$ cat src/rtl/tsar_pkg.sv
package tsar_pkg;
  typedef logic [1:0] tcode_t;
  localparam tcode_t TC_POS = 2'b01;
  localparam tcode_t TC_MID = 2'b00;
  localparam tcode_t TC_NEG = 2'b11;

  typedef enum logic [1:0] {
    S_IDLE  = 2'd0,
    S_SPLIT = 2'd1,
    S_CONV  = 2'd2,
    S_DONE  = 2'd3
  } tsar_state_e;
endpackage

$ cat src/rtl/tsar_digit_decode.sv
module tsar_digit_decode
  import tsar_pkg::*;
(
  input  logic   hi_i,
  input  logic   lo_i,
  output tcode_t dig_o,
  output logic   bad_o
);
  always_comb begin
    bad_o = 1'b0;
    unique case ({hi_i, lo_i})
      2'b11:   dig_o = TC_POS;
      2'b01:   dig_o = TC_MID;
      2'b00:   dig_o = TC_NEG;
      default: begin
        dig_o = TC_MID;
        bad_o = 1'b1;
      end
    endcase
  end
endmodule

$ cat src/rtl/tsar_switch_map.sv
module tsar_switch_map
  import tsar_pkg::*;
#(
  parameter int NDIG = 4,
  parameter int IW   = 2
) (
  input  logic              active_i,
  input  logic [IW-1:0]     pos_i,
  input  logic [2*NDIG-1:0] decided_i,
  output logic [2*NDIG-1:0] sw_a_o,
  output logic [2*NDIG-1:0] sw_b_o
);
  for (genvar g = 0; g < NDIG; g++) begin : g_cap
    always_comb begin
      if (!active_i) begin
        sw_a_o[2*g +: 2] = TC_MID;
        sw_b_o[2*g +: 2] = TC_MID;
      end else if (g > int'(pos_i)) begin
        sw_a_o[2*g +: 2] = decided_i[2*g +: 2];
        sw_b_o[2*g +: 2] = decided_i[2*g +: 2];
      end else if (g == int'(pos_i)) begin
        sw_a_o[2*g +: 2] = TC_MID;
        sw_b_o[2*g +: 2] = TC_MID;
      end else begin
        sw_a_o[2*g +: 2] = TC_POS;
        sw_b_o[2*g +: 2] = TC_NEG;
      end
    end
  end
endmodule

$ cat src/rtl/tsar_accum.sv
module tsar_accum
  import tsar_pkg::*;
#(
  parameter int BW = 7
) (
  input  logic                 clk,
  input  logic                 rst_n,
  input  logic                 clr_i,
  input  logic                 step_i,
  input  tcode_t               dig_i,
  output logic signed [BW-1:0] acc_o
);
  logic signed [BW-1:0] acc_q, acc_n, dig_ext;

  assign dig_ext = $signed({{(BW-2){dig_i[1]}}, dig_i});

  always_comb begin
    acc_n = acc_q;
    if (clr_i)       acc_n = '0;
    else if (step_i) acc_n = (acc_q <<< 1) + acc_q + dig_ext;
  end

  always_ff @(posedge clk or negedge rst_n) begin
    if (!rst_n)                acc_q <= '0;
    else if (clr_i || step_i)  acc_q <= acc_n;
  end

  assign acc_o = acc_q;
endmodule

$ cat src/rtl/tsar_ctrl.sv
module tsar_ctrl
  import tsar_pkg::*;
#(
  parameter  int NDIG   = 4,
  localparam int MAXMAG = (3**NDIG - 1) / 2,
  localparam int BW     = $clog2(MAXMAG + 1) + 1
) (
  input  logic                 clk,
  input  logic                 rst_n,
  input  logic                 sample_i,
  input  logic                 cmp_hi_i,
  input  logic                 cmp_lo_i,
  output logic                 cm_a_o,
  output logic                 cm_b_o,
  output logic [2*NDIG-1:0]    sw_a_o,
  output logic [2*NDIG-1:0]    sw_b_o,
  output logic                 busy_o,
  output logic                 done_o,
  output logic [2*NDIG-1:0]    digits_o,
  output logic signed [BW-1:0] bin_o,
  output logic                 err_o
);
  localparam int IW = (NDIG > 1) ? $clog2(NDIG) : 1;

  logic [1:0]        rst_sync_q;
  logic              rst_s;
  tsar_state_e       state_q, state_n;
  logic [IW-1:0]     pos_q, pos_n;
  logic [2*NDIG-1:0] dig_q, dig_n;
  logic              err_q, err_n;
  logic              start, step;
  tcode_t            dec_dig;
  logic              dec_bad;

  always_ff @(posedge clk or negedge rst_n) begin
    if (!rst_n) rst_sync_q <= 2'b00;
    else        rst_sync_q <= {rst_sync_q[0], 1'b1};
  end
  assign rst_s = rst_sync_q[1];

  tsar_digit_decode u_dec (
    .hi_i  (cmp_hi_i),
    .lo_i  (cmp_lo_i),
    .dig_o (dec_dig),
    .bad_o (dec_bad)
  );

  assign start = (state_q == S_IDLE) && sample_i;
  assign step  = (state_q == S_CONV);

  always_comb begin
    state_n = state_q;
    pos_n   = pos_q;
    dig_n   = dig_q;
    err_n   = err_q;
    unique case (state_q)
      S_IDLE: if (sample_i) begin
        state_n = S_SPLIT;
        dig_n   = '0;
        err_n   = 1'b0;
      end
      S_SPLIT: begin
        state_n = S_CONV;
        pos_n   = IW'(NDIG - 1);
      end
      S_CONV: begin
        dig_n[2*int'(pos_q) +: 2] = dec_dig;
        err_n = err_q | dec_bad;
        if (pos_q == '0) state_n = S_DONE;
        else             pos_n   = pos_q - IW'(1);
      end
      default: state_n = S_IDLE;
    endcase
  end

  always_ff @(posedge clk or negedge rst_s) begin
    if (!rst_s) begin
      state_q <= S_IDLE;
      pos_q   <= '0;
      dig_q   <= '0;
      err_q   <= 1'b0;
    end else begin
      state_q <= state_n;
      if (state_q == S_SPLIT || step) pos_q <= pos_n;
      if (start || step) begin
        dig_q <= dig_n;
        err_q <= err_n;
      end
    end
  end

  tsar_switch_map #(.NDIG(NDIG), .IW(IW)) u_map (
    .active_i  (step),
    .pos_i     (pos_q),
    .decided_i (dig_q),
    .sw_a_o    (sw_a_o),
    .sw_b_o    (sw_b_o)
  );

  tsar_accum #(.BW(BW)) u_acc (
    .clk    (clk),
    .rst_n  (rst_s),
    .clr_i  (start),
    .step_i (step),
    .dig_i  (dec_dig),
    .acc_o  (bin_o)
  );

  assign cm_a_o   = (state_q == S_IDLE) || (state_q == S_SPLIT);
  assign cm_b_o   = (state_q == S_IDLE);
  assign busy_o   = (state_q != S_IDLE);
  assign done_o   = (state_q == S_DONE);
  assign digits_o = dig_q;
  assign err_o    = err_q;


  done_pulse_chk: assert property (@(posedge clk) disable iff (!rst_s)
    done_o |=> !done_o);


  cm_order_chk: assert property (@(posedge clk) disable iff (!rst_s)
    $fell(cm_a_o) |-> $past(!cm_b_o));


  pos_walk_chk: assert property (@(posedge clk) disable iff (!rst_s)
    (step && pos_q != '0) |=> (step && pos_q == $past(pos_q) - IW'(1)));


  bin_range_chk: assert property (@(posedge clk) disable iff (!rst_s)
    done_o |-> (int'(bin_o) <= MAXMAG && int'(bin_o) >= -MAXMAG));

  for (genvar c = 0; c < NDIG; c++) begin : g_code_chk

    code_legal_chk: assert property (@(posedge clk) disable iff (!rst_s)
      (sw_a_o[2*c +: 2] != 2'b10) && (sw_b_o[2*c +: 2] != 2'b10)
      && (digits_o[2*c +: 2] != 2'b10));
  end
endmodule

$ cat config.mk
export PLATFORM = sky130hd
export DESIGN_NAME = tsar_ctrl
export DESIGN_NICKNAME = d
export VERILOG_FILES = /design/src/rtl/tsar_pkg.sv /design/src/rtl/tsar_digit_decode.sv /design/src/rtl/tsar_switch_map.sv /design/src/rtl/tsar_accum.sv /design/src/rtl/tsar_ctrl.sv
export SDC_FILE = /design/constraint.sdc
export NUM_CORES = 1
export LEC_CHECK = 0
export ABC_CLOCK_PERIOD_IN_PS = 2700
export BUFFER_PORTS_ARGS = -buffer_cell sky130_fd_sc_hd__buf_4
export CAP_MARGIN = 20
export CORE_MARGIN = 2
export CORE_UTILIZATION = 53
export CTS_BUF_LIST = sky130_fd_sc_hd__clkbuf_16
export DETAILED_ROUTE_END_ITERATION = 7
export PLACE_DENSITY = 0.79
export REMOVE_ABC_BUFFERS = 1
export SYNTH_ARGS = -nofsm -noshare
export SYNTH_HDL_FRONTEND = slang
export SYNTH_SLANG_ARGS = --single-unit
$ cat constraint.sdc
create_clock -name clk -period 2.7 [get_ports clk]
set_input_delay 0.675 -clock clk [delete_from_list [all_inputs] [get_ports clk]]
set_output_delay 0.675 -clock clk [all_outputs]
set_load 0.02 [all_outputs]
==> flow_metrics.env <==
export IMPL_status="complete, no violations"
export IMPL_power_leakage_uw=0.00109
export IMPL_drive_gt1_share_pct=26.4
export IMPL_critical_path_class="in2reg"
export IMPL_whs_ns=0.190
export IMPL_drt_iter0_drc=56
export IMPL_path_cells="buf_4 > inv_1 > ha_2 > xor2_1 > ha_1 > a21o_1 > ha_1 > and2_1 > nand3_1 > a211o_1 > a31oi_1"
export IMPL_dieArea_sq_um=3580
export IMPL_synth_edf_count=0
export IMPL_yosysTopAreaCell="dfrtp_1"
export IMPL_r2r_slack_ns=0.52
export IMPL_hp_class="in2async"
export IMPL_dr_wl_met3_microns=226
export IMPL_nNetsFinal=249
export IMPL_worstRegToRegCells=8
export IMPL_place_area_sq_um=1980
export IMPL_timing_rr_start="u_acc.acc_o[3]"
export IMPL_cts_sinks=22
export IMPL_crit_family="adder cells"
export IMPL_met2_wirelength_microns=1900
export IMPL_port_buffers=39
export IMPL_netlist_area_sq_um=1650
export IMPL_grt_antenna_before_repair=0
export IMPL_yosys_warnings=0
export IMPL_dp_hpwl_microns=2910
export IMPL_worst_ep_arrival_time_ns=2.71
export IMPL_area_growth_syn_to_layout_pct=25.7
export IMPL_finalCriticalPeriod_ns=2.55
export IMPL_fp_coreArea_sq_um=3000
export IMPL_timing_final_crit_share_pct=94.3
export IMPL_worst_pin_slew_ns=0.828
export IMPL_drv_slew=0
export IMPL_cp_common_cell="ha_1"
export IMPL_max_stage_delay_ns=0.32
export IMPL_tritoncts="yes"
export IMPL_wl_per_cell_microns=15.1
export IMPL_skew_ns=0.00501
export IMPL_clk_pin_slew_worst_paths_ns=0.06
export IMPL_fillers=245
export IMPL_grt_total_usage_pct=23.4
export IMPL_drt_total_wl_microns=3810
export IMPL_grt_max_degree=22
export IMPL_antenna_cells=0
export IMPL_grt_pass1_vias=1395
export IMPL_synth_commonest_cells="dfrtp_1 (22), ha_1 (22), inv_1 (17)"
export IMPL_synthCells=180
export IMPL_drc=0
export IMPL_via_per_inst=5.79
export IMPL_setup_viol=0
export IMPL_synth_top_cells_by_area="dfrtp_1 (33%), ha_1 (17%), xor2_1 (4.2%)"
export IMPL_die_height_microns=59.8
export IMPL_ys_types=41
export IMPL_top_layer="met4"
export IMPL_cts_made_buffers=3
export IMPL_crit_buf_inv=2
export IMPL_die_width_microns=59.8
export IMPL_clk_latency_ns=0.26
export IMPL_h_tree_depth=1
export IMPL_cp_start_kind="input pin"
export IMPL_cp_max_fo=6
export IMPL_power_density_nw_per_um2=1230
export IMPL_ys_async_sr_fraction_pct=100
export IMPL_ios=41
export IMPL_yosysTopAreaCellShare_pct=33.4
export IMPL_clockRootBuffer="clkbuf_16"
export IMPL_slew_headroom_pct=44.8
export IMPL_fp_row_count=20
export IMPL_ys_seq_elements=22
export IMPL_design_area_sq_um=2070
export IMPL_hold_viol=0
export IMPL_yosysSeqAreaShare_pct=33.4
export IMPL_worst_path_max_delay_cell="ha_1"
export IMPL_grt_pass1_wl_microns=6320
export IMPL_rsz0062_at_grt="no"
export IMPL_vdd_drop_max_uv=950
export IMPL_synth_top_flop_cell="dfrtp_1"
export IMPL_start_util_pct=55.0
export IMPL_avgSynthCellArea_sq_um=9.17
export IMPL_maxCapViolations=0
export IMPL_cp_end_kind="register"
export IMPL_setup_tns_ns=0
export IMPL_firstDrtPassIters=4
export IMPL_grt_ovfl_total=0
export IMPL_cts_buffer_depth=2
export IMPL_drtAntennaViolNets=0
export IMPL_required_ns=2.87
export IMPL_rr_endpoint="u_acc.acc_o[6]"
export IMPL_fmax_ghz=0.393
export IMPL_via_count=1464
export IMPL_met1_length_microns=1630
export IMPL_routabilityCongestion=0.839
layout by cell type (no fill, tap or decap), drive strengths merged, types with 2 or more instances in the layout:
cell / Yosys / final
o21a: 2 / 2
clkbuf: 4 / 3
a21o: 5 / 5
o22ai: 5 / 5
nand2b: 4 / 4
nand3b: 2 / 2
conb: 2 / 2
o21ai: 5 / 5
nor3: 4 / 4
buf: 10 / 50
xor2: 8 / 8
inv: 17 / 17
nor2: 6 / 6
ha: 22 / 22
a221oi: 2 / 2
a21oi: 10 / 10
a21boi: 2 / 2
nor3b: 2 / 2
and2: 2 / 2
a22o: 6 / 6
nor2b: 2 / 2
mux2i: 4 / 4
nand2: 16 / 16
dfrtp: 22 / 22
logic make-up (layout without fill, tap and decap cells):
family | count (synthesis) | count (layout) | synth area share, %
and+or+nand+nor | 46 | 46 | 14.4
AOI/OAI and AO/OA | 42 | 42 | 17.1
buffers and inverters | 31 | 71 | 8.87
adders and majority gates | 23 | 23 | 17.9
DFF | 22 | 22 | 33.4
xor gates and xnor gates | 9 | 9 | 4.78
muxes | 5 | 5 | 3.11
other | 2 | 2 | 0.455
metrics by stage:
stage	instances	power (uW)	setup WS, ns	utilization [%]
2_1_floorplan	166	1620	-0.0875	-
3_3_place_gp	249	2140	-0.146	66.1
3_5_place_dp	249	2200	-0.269	66.1
4_1_cts	253	2540	0.0817	68.8
5_1_grt	253	2760	0.00975	69.1
6_report	253	2550	0.155	69.1
registers in the layout (all words and copies together) (netlist names):
signal	cells
digits_o	8
pos_q	2
state_q	2
rst_sync_q	2
err_o	1
u_acc.acc_o	7
worst max path at each step:
stage,start,to,slack [ns],depth (start not counted)
after floorplan,state_q[0],sw_a_o[6],-0.09,3
after global placement,cmp_hi_i,u_acc.acc_o[6],-0.15,10
after detailed placement,cmp_hi_i,u_acc.acc_o[6],-0.27,11
after CTS,cmp_hi_i,u_acc.acc_o[6],0.08,11
after global routing,cmp_hi_i,u_acc.acc_o[5],0.01,12
final,cmp_hi_i,u_acc.acc_o[6],0.15,11
power by group:
| group | switching (uW) | internal (uW) | total, uW |
|---|---|---|---|
| Clock | 119 | 198 | 316 |
| Combinational | 927 | 747 | 1670 |
| Sequential | 130 | 428 | 558 |
| Total | 1180 | 1370 | 2550 |
final cells by class:
type | instances | area [sq um] | area share [%]
clock inverter | 1 | 3.75 | 0.181
inverter | 17 | 63.8 | 3.08
tap | 33 | 41.3 | 1.99
timing repair buffer | 50 | 375 | 18.1
sequential | 22 | 551 | 26.5
multi-input combinational | 127 | 965 | 46.5
clock buffer | 3 | 75.1 | 3.62
layer usage:
layer  vias up  GRT usage, %
met3        11          4.76
met1       699          29.9
li1        699             -
met4         0          9.84
met5         -             0
met2        55          38.2
repair_timing:
item | 4_1_cts | 5_1_grt
cloned | 0 | 0
setup endpoints to repair | 1 | 3
hold buffers | 0 | 0
gates resized for setup | 1 | 2
buffers inserted | 0 | 0
Note: power is estimated with default switching activity, not from simulation.
